<file path="config.mk">
export PLATFORM = sky130hd
export DESIGN_NAME = tmr16_cmp
export DESIGN_NICKNAME = d
export VERILOG_FILES = /design/src/rtl/tmr16_pkg.sv /design/src/rtl/tmr16_regs.sv /design/src/rtl/tmr16_tick.sv /design/src/rtl/tmr16_counter.sv /design/src/rtl/tmr16_cmp.sv
export SDC_FILE = /design/constraint.sdc
export NUM_CORES = 1
export LEC_CHECK = 0
export BUFFER_PORTS_ARGS = -buffer_cell sky130_fd_sc_hd__buf_4
export CAP_MARGIN = 20
export CORE_ASPECT_RATIO = 1.4
export CORE_UTILIZATION = 45
export DETAILED_ROUTE_END_ITERATION = 7
export PLACE_DENSITY = 0.71
export SYNTH_ARGS = -nofsm -noshare
export SYNTH_HDL_FRONTEND = slang
export SYNTH_HIERARCHICAL = 1
export SYNTH_SLANG_ARGS = --single-unit
export TNS_END_PERCENT = 100
</file>
<file path="constraint.sdc">
create_clock -name clk_i -period 3.2 [get_ports clk_i]
set_input_delay 0.32 -clock clk_i [delete_from_list [all_inputs] [get_ports clk_i]]
set_output_delay 0.32 -clock clk_i [all_outputs]
set_load 0.01 [all_outputs]
</file>
<file path="src/rtl/tmr16_pkg.sv">
package tmr16_pkg;
  localparam int BYTE_W = 8;
  localparam int CNT_W  = 2 * BYTE_W;
  localparam int ADDR_W = 3;

  localparam logic [ADDR_W-1:0] A_CNT_LO = 3'd0;
  localparam logic [ADDR_W-1:0] A_CNT_HI = 3'd1;
  localparam logic [ADDR_W-1:0] A_CTRL   = 3'd2;
  localparam logic [ADDR_W-1:0] A_FLAG   = 3'd3;
  localparam logic [ADDR_W-1:0] A_IE     = 3'd4;

  // field order matches the control register bits 5:0
  typedef struct packed {
    logic [1:0] ps;
    logic       osc_en;
    logic       nsync;
    logic       ext;
    logic       on;
  } ctrl_t;

  localparam int CTRL_W = $bits(ctrl_t);
endpackage

</file>
<file path="src/rtl/tmr16_regs.sv">
module tmr16_regs
  import tmr16_pkg::*;
(
  input  logic              clk_i,
  input  logic              rst_ni,
  input  logic              wr_en_i,
  input  logic [ADDR_W-1:0] addr_i,
  input  logic [BYTE_W-1:0] wdata_i,
  input  logic [CNT_W-1:0]  cnt_i,
  input  logic              ovf_i,
  output logic [BYTE_W-1:0] rdata_o,
  output ctrl_t             ctrl_o,
  output logic              flag_o,
  output logic              ie_o,
  output logic              wr_lo_o,
  output logic              wr_hi_o
);
  logic wr_ctrl, wr_flag, wr_ie;

  assign wr_lo_o = wr_en_i && (addr_i == A_CNT_LO);
  assign wr_hi_o = wr_en_i && (addr_i == A_CNT_HI);
  assign wr_ctrl = wr_en_i && (addr_i == A_CTRL);
  assign wr_flag = wr_en_i && (addr_i == A_FLAG);
  assign wr_ie   = wr_en_i && (addr_i == A_IE);

  always_ff @(posedge clk_i or negedge rst_ni) begin
    if (!rst_ni) begin
      ctrl_o <= '0;
      ie_o   <= 1'b0;
    end else begin
      if (wr_ctrl) ctrl_o <= ctrl_t'(wdata_i[CTRL_W-1:0]);
      if (wr_ie)   ie_o   <= wdata_i[0];
    end
  end

  // hardware set beats software clear
  always_ff @(posedge clk_i or negedge rst_ni) begin
    if (!rst_ni)                      flag_o <= 1'b0;
    else if (ovf_i)                   flag_o <= 1'b1;
    else if (wr_flag && !wdata_i[0])  flag_o <= 1'b0;
  end

  always_comb begin
    unique case (addr_i)
      A_CNT_LO: rdata_o = cnt_i[BYTE_W-1:0];
      A_CNT_HI: rdata_o = cnt_i[CNT_W-1:BYTE_W];
      A_CTRL:   rdata_o = BYTE_W'(ctrl_o);
      A_FLAG:   rdata_o = BYTE_W'(flag_o);
      A_IE:     rdata_o = BYTE_W'(ie_o);
      default:  rdata_o = '0;
    endcase
  end

  AST_FLAG_SET: assert property (@(posedge clk_i) disable iff (!rst_ni)
    ovf_i |=> flag_o);
  AST_FLAG_STICKY: assert property (@(posedge clk_i) disable iff (!rst_ni)
    (flag_o && !wr_flag) |=> flag_o);
  AST_FLAG_SET_WINS: assert property (@(posedge clk_i) disable iff (!rst_ni)
    (ovf_i && wr_flag && !wdata_i[0]) |=> flag_o);
endmodule

</file>
<file path="src/rtl/tmr16_tick.sv">
module tmr16_tick
  import tmr16_pkg::*;
#(
  parameter int PS_W        = 2,
  parameter int SYNC_STAGES = 2
) (
  input  logic  clk_i,
  input  logic  rst_ni,
  input  logic  ext_clk_i,
  input  ctrl_t ctrl_i,
  input  logic  ps_clr_i,
  output logic  tick_o
);
  localparam int DIV_W = (1 << PS_W) - 1;

  logic [SYNC_STAGES-1:0] sync_q;
  logic                   prev_q;
  logic                   sel, rise, pulse;
  logic [DIV_W-1:0]       div_q, mask;

  generate
    if (SYNC_STAGES == 1) begin : g_one
      always_ff @(posedge clk_i or negedge rst_ni)
        if (!rst_ni) sync_q <= '0;
        else         sync_q <= ext_clk_i;
    end else begin : g_chain
      always_ff @(posedge clk_i or negedge rst_ni)
        if (!rst_ni) sync_q <= '0;
        else         sync_q <= {sync_q[SYNC_STAGES-2:0], ext_clk_i};
    end
  endgenerate

  // unsynchronised mode taps the first stage only
  assign sel  = ctrl_i.nsync ? sync_q[0] : sync_q[SYNC_STAGES-1];
  assign rise = sel && !prev_q;

  always_ff @(posedge clk_i or negedge rst_ni)
    if (!rst_ni) prev_q <= 1'b0;
    else         prev_q <= sel;

  assign pulse  = ctrl_i.on && (ctrl_i.ext ? rise : 1'b1);
  assign mask   = DIV_W'((1 << ctrl_i.ps[PS_W-1:0]) - 1);
  assign tick_o = pulse && ((div_q & mask) == mask);

  always_ff @(posedge clk_i or negedge rst_ni) begin
    if (!rst_ni)       div_q <= '0;
    else if (ps_clr_i) div_q <= '0;
    else if (pulse)    div_q <= div_q + DIV_W'(1);
  end

  AST_PS_GAP: assert property (@(posedge clk_i) disable iff (!rst_ni)
    (tick_o && ctrl_i.ps != 2'd0) |=> (!tick_o || ctrl_i.ps != $past(ctrl_i.ps)));
  AST_OFF_NO_TICK: assert property (@(posedge clk_i) disable iff (!rst_ni)
    !ctrl_i.on |-> !tick_o);
endmodule

</file>
<file path="src/rtl/tmr16_counter.sv">
module tmr16_counter
  import tmr16_pkg::*;
(
  input  logic              clk_i,
  input  logic              rst_ni,
  input  logic              wr_lo_i,
  input  logic              wr_hi_i,
  input  logic [BYTE_W-1:0] wdata_i,
  input  logic              clr_i,
  input  logic              tick_i,
  output logic [CNT_W-1:0]  cnt_o,
  output logic              ovf_o
);
  logic any_wr;
  assign any_wr = wr_lo_i || wr_hi_i;
  assign ovf_o  = tick_i && !any_wr && !clr_i && (cnt_o == '1);

  // priority: byte write, then compare clear, then increment
  always_ff @(posedge clk_i or negedge rst_ni) begin
    if (!rst_ni) cnt_o <= '0;
    else if (any_wr) begin
      if (wr_lo_i) cnt_o[BYTE_W-1:0]     <= wdata_i;
      if (wr_hi_i) cnt_o[CNT_W-1:BYTE_W] <= wdata_i;
    end
    else if (clr_i)  cnt_o <= '0;
    else if (tick_i) cnt_o <= cnt_o + CNT_W'(1);
  end

  AST_WRAP_ZERO: assert property (@(posedge clk_i) disable iff (!rst_ni)
    ovf_o |=> (cnt_o == '0));
  AST_STEP_ONE: assert property (@(posedge clk_i) disable iff (!rst_ni)
    (!any_wr && !clr_i) |=> (cnt_o == $past(cnt_o) || cnt_o == $past(cnt_o) + CNT_W'(1)));
  AST_TRIG_CLEARS: assert property (@(posedge clk_i) disable iff (!rst_ni)
    (clr_i && !any_wr) |=> (cnt_o == '0));
  AST_WRITE_WINS: assert property (@(posedge clk_i) disable iff (!rst_ni)
    (clr_i && wr_lo_i && !wr_hi_i) |=> (cnt_o == {$past(cnt_o[CNT_W-1:BYTE_W]), $past(wdata_i)}));
endmodule

</file>
<file path="src/rtl/tmr16_cmp.sv">
module tmr16_cmp
  import tmr16_pkg::*;
#(
  parameter int PS_W        = 2,
  parameter int SYNC_STAGES = 2
) (
  input  logic       clk_i,
  input  logic       rst_ni,
  input  logic       wr_en_i,
  input  logic [2:0] addr_i,
  input  logic [7:0] wdata_i,
  output logic [7:0] rdata_o,
  input  logic       ext_clk_i,
  input  logic       trigger_i,
  output logic       irq_o
);
  ctrl_t            ctrl;
  logic             flag, ie, wr_lo, wr_hi, tick, ovf, trig_ok;
  logic [CNT_W-1:0] cnt;

  // compare reset unsupported while counting unsynchronised external edges
  assign trig_ok = trigger_i && !(ctrl.ext && ctrl.nsync);
  assign irq_o   = flag && ie;

  tmr16_regs u_regs (
    .clk_i, .rst_ni, .wr_en_i, .addr_i, .wdata_i,
    .cnt_i(cnt), .ovf_i(ovf), .rdata_o,
    .ctrl_o(ctrl), .flag_o(flag), .ie_o(ie),
    .wr_lo_o(wr_lo), .wr_hi_o(wr_hi)
  );

  tmr16_tick #(.PS_W(PS_W), .SYNC_STAGES(SYNC_STAGES)) u_tick (
    .clk_i, .rst_ni, .ext_clk_i,
    .ctrl_i(ctrl), .ps_clr_i(wr_lo || wr_hi), .tick_o(tick)
  );

  tmr16_counter u_cnt (
    .clk_i, .rst_ni, .wr_lo_i(wr_lo), .wr_hi_i(wr_hi), .wdata_i,
    .clr_i(trig_ok), .tick_i(tick), .cnt_o(cnt), .ovf_o(ovf)
  );

  AST_TRIG_NO_FLAG: assert property (@(posedge clk_i) disable iff (!rst_ni)
    (trig_ok && !flag) |=> !flag);
  AST_UNSYNC_IGNORE: assert property (@(posedge clk_i) disable iff (!rst_ni)
    (trigger_i && ctrl.ext && ctrl.nsync && !wr_lo && !wr_hi && !tick) |=> $stable(cnt));
  AST_HOLD_OFF: assert property (@(posedge clk_i) disable iff (!rst_ni)
    (!ctrl.on && !wr_lo && !wr_hi && !trig_ok) |=> $stable(cnt));
endmodule

</file>
==> summary.md <==
| Metric | Value |
|---|---|
| Worst hold stages | `1` |
| Total Routing Usage GR | `24.3%` |
| Critical Path, Cell by Cell | `mux2i_2 > o21ai_2 > o211a_1 > nor2_1 > o21bai_1 > buf_4 > o21ai_0 > a221o_1` |
| Final Hold Fails | `0` |
| Reg2Reg Depth | `8` |
| Maximum VDD drop | `367 uV` |
| Clk_lat worst skew | `0.28 ns` |
| Total number of vias | `1,762` |
| Sw Ratio | `38.2%` |
| Initial Util | `46.9%` |
| Worst Hold Class | `in2reg` |
| Height of the die | `80.3 um` |
| Dominant cell type by area after synthesis | `dfrtp_1` |
| I/O Buffers | `24` |
| Status | `finished with violations` |
| Die width | `57.9 um` |
| Async set or reset register ratio after synthesis | `100%` |
| Worst Max-Slew Pin Slew | `0.606 ns` |
| Max Cap Viol | `0` |
| NumNets Final | `252` |
| WP data arrival | `2.55 ns` |
| EDFF count, synth | `0` |
| Die area | `0.00465 mm2` |
| Top-count cell post-synth | `dfrtp_1` |
| Internal power | `908 uW` |
| Sequential area share after synthesis | `38.1%` |
| Setup Buffers After CTS | `0` |
| Clock sinks | `30` |
| Psw | `561 uW` |
| Post-route minimum period | `2.38 ns` |
| Synth Register Bits | `30` |
| Area of the multi-input gates | `0.00114 mm2` |
| Max-slew violations | `0` |
| Top post-synthesis cells by area | `dfrtp_1 38%, mux2i_1 6.1%, mux2_2 4.6%` |
| Average cell area after synthesis | `9.52 um2` |
| Leak | `0.000997 uW` |
| DRT iter0 DRCs | `98` |
| Worst Setup Path Type | `reg2reg` |
| Wirelength per Cell | `18.3 um` |
| Slowest-stage cell, CP | `dfrtp_1` |
| Tcrit/Tclk final | `74.5%` |
| Hold slack | `0.145 ns` |
| Syn. warnings | `6` |
| Crit. End Element | `flop` |
| Worst rel slew slack | `59.2%` |
| CP max FO | `7` |
| Unrepaired setup endpoints after global routing | `no` |
| Routability-driven placement congestion ratio | `0.901` |
| Pwr dens | `644 mW/mm2` |
| Failing checks | `DRC` |
| Synth top area share | `38.1%` |
| Total grt overflow | `0` |
| Vias per cell | `6.29` |
| Cell area after synthesis | `0.00197 mm2` |
| CTS resizes | `0` |
| Comb pwr share | `32.6%` |
| Clock root cell | `clkbuf_8` |
| Worst endpoint required time | `3.36 ns` |
| DP HPWL | `3.76 mm` |
| Diodes inserted | `0` |
| Syn Inst Count | `207` |
| Antenna Nets Post-Route | `0` |
| Reg power frac | `46.0%` |
| Final WL | `5.13 mm` |
| Layout cell share with drive strength beyond 1 | `24.7%` |
| CTS Buffer Depth | `2` |
| Reg area | `751 um2` |
| Max frequency | `420 MHz` |
| Syn Nets | `225` |
| Critical path launch point type | `flop` |
| Largest net degree at the start of global routing | `31` |
| Core area | `0.00420 mm2` |
| CTS tree | `done` |
| Endpoints failing setup | `0` |
| Clock power frac | `21.3%` |
| # fillers | `404` |
| Top cells by count, synth | `30 x dfrtp_1, 17 x nand2_1, 12 x mux2i_1, 10 x nor3_1, 9 x nand3_1` |
| H-tree levels | `2` |
| Site Rows | `28` |
| Distinct cells, synth | `56` |
| Top_reg_cell synth | `dfrtp_1` |
| Pre-antenna DRT Iters | `6` |
| Layout area overhead | `15.7%` |
| First-pass GRT wire length | `8.43 mm` |
| Initial antenna violation count | `0` |
| Worst Clk Skew | `0.00392 ns` |
| Vias in the first global route | `1,754` |
| Clock slew at reported path FFs | `0.06 ns` |
| Setup_tns | `0 ns` |
| Critical Path Max Stage Delay | `0.43 ns` |
| I/O pins | `25` |
| TritonCTS Buffers | `5` |
| Post-route DRC | `3` |
[layer usage]
layer  wire length [um]  GRT usage (%)
met1               2100           29.3
met2               2570           40.3
met3                274           5.31
met4                194           12.1
met5                  0              0
[worst max-delay path: cells and delay by family (launching register included)]
family	cells	cell delay, ns
buffers and inverters	1	0.22
flip-flops	1	0.43
AND/OR/NAND/NOR	1	0.09
multiplexers	1	0.20
AO/OA/AOI/OAI	5	1.33
[logic make-up (layout without fill, tap and decap cells)]
group,after synthesis,in the layout,share of synthesized area (%)
flops,30,30,38.1
fa+ha+maj,2,2,1.27
buf+inv,16,44,4.25
simple gates,84,84,25.1
mux,23,23,12.7
compound gates,52,52,18.5
[state kept, by name, summed over array words and instances, names as in the netlist]
register / flops
u_regs/ie_o: 1
u_tick/sync_q: 2
u_regs/flag_o: 1
u_tick/div_q: 3
u_cnt/cnt_o: 16
u_regs/ctrl_o: 6
u_tick/prev_q: 1
[repair_timing]
action / in CTS / in global routing
setup endpoints to repair: 0 / 0
endpoints found under the hold margin: 30 / 0
hold buffers: 1 / 0
[power groups by stage]
stage	combinational, uW	sequential, uW	clock [uW]
finish	479	676	313
floorplan	357	612	0
global route	535	691	345
global placement	464	675	0
CTS	475	669	324
detailed placement	471	677	0
[cell type report]
class                   count  area share [%]
flip-flops and latches     30            32.9
repair buffers             29            9.65
multi-input cells         161            49.8
inverters                   7            1.15
well taps                  45            2.47
clock inverters             1           0.219
clock buffers               7            3.78
[path summary, 6_finish.rpt]
path                             startpoint               end  slack (ns)
max in group asynchronous            rst_ni    u_cnt/cnt_o[0]        2.40
hold reg to reg            u_tick/sync_q[0]  u_tick/sync_q[1]        0.42
min in group asynchronous            rst_ni       u_regs/ie_o        0.50
setup / recovery           u_regs/ctrl_o[2]    u_cnt/cnt_o[5]        0.82
hold / removal                    ext_clk_i  u_tick/sync_q[0]        0.14
setup reg to reg           u_regs/ctrl_o[2]    u_cnt/cnt_o[5]        0.82
[cells in the final DEF, fill, tap and decap left out, types with 2 or more instances in the layout]
| cell | count |
|---|---|
| nand2b_1 | 4 |
| a21oi_1 | 8 |
| o211a_1 | 2 |
| o221ai_1 | 2 |
| a22oi_1 | 6 |
| o21ai_1 | 3 |
| nand3_1 | 9 |
| nand2_1 | 17 |
| a21o_1 | 2 |
| or2_2 | 5 |
| o21ai_0 | 8 |
| clkbuf_8 | 6 |
| mux2i_1 | 12 |
| nor3b_1 | 2 |
| or2_1 | 2 |
| o211ai_1 | 3 |
| o21a_1 | 2 |
| nor3_1 | 10 |
| a22o_1 | 2 |
| and3_1 | 4 |
| nor2_1 | 6 |
| inv_1 | 7 |
| nand4_1 | 2 |
| dfrtp_1 | 30 |
| a221o_1 | 3 |
| mux2_2 | 8 |
| nor2b_1 | 7 |
| or4_1 | 3 |
| buf_4 | 28 |
| and2_1 | 2 |
| ha_1 | 2 |
| or3_1 | 2 |
| o21bai_1 | 2 |
[through the flow]
step / total power (uW) / utilization (%) / worst slack, ns / instance area, um2 / instances
2_1_floorplan: 969 / - / 1.08 / 1970 / 207
3_3_place_gp: 1140 / 51.8 / 0.918 / 2180 / 271
3_5_place_dp: 1150 / 51.8 / 0.878 / 2180 / 271
4_1_cts: 1470 / 54.3 / 0.860 / 2280 / 280
5_1_grt: 1570 / 54.3 / 0.623 / 2280 / 280
6_report: 1470 / 54.3 / 0.817 / 2280 / 280
Note: power is estimated with default switching activity, not from simulation.
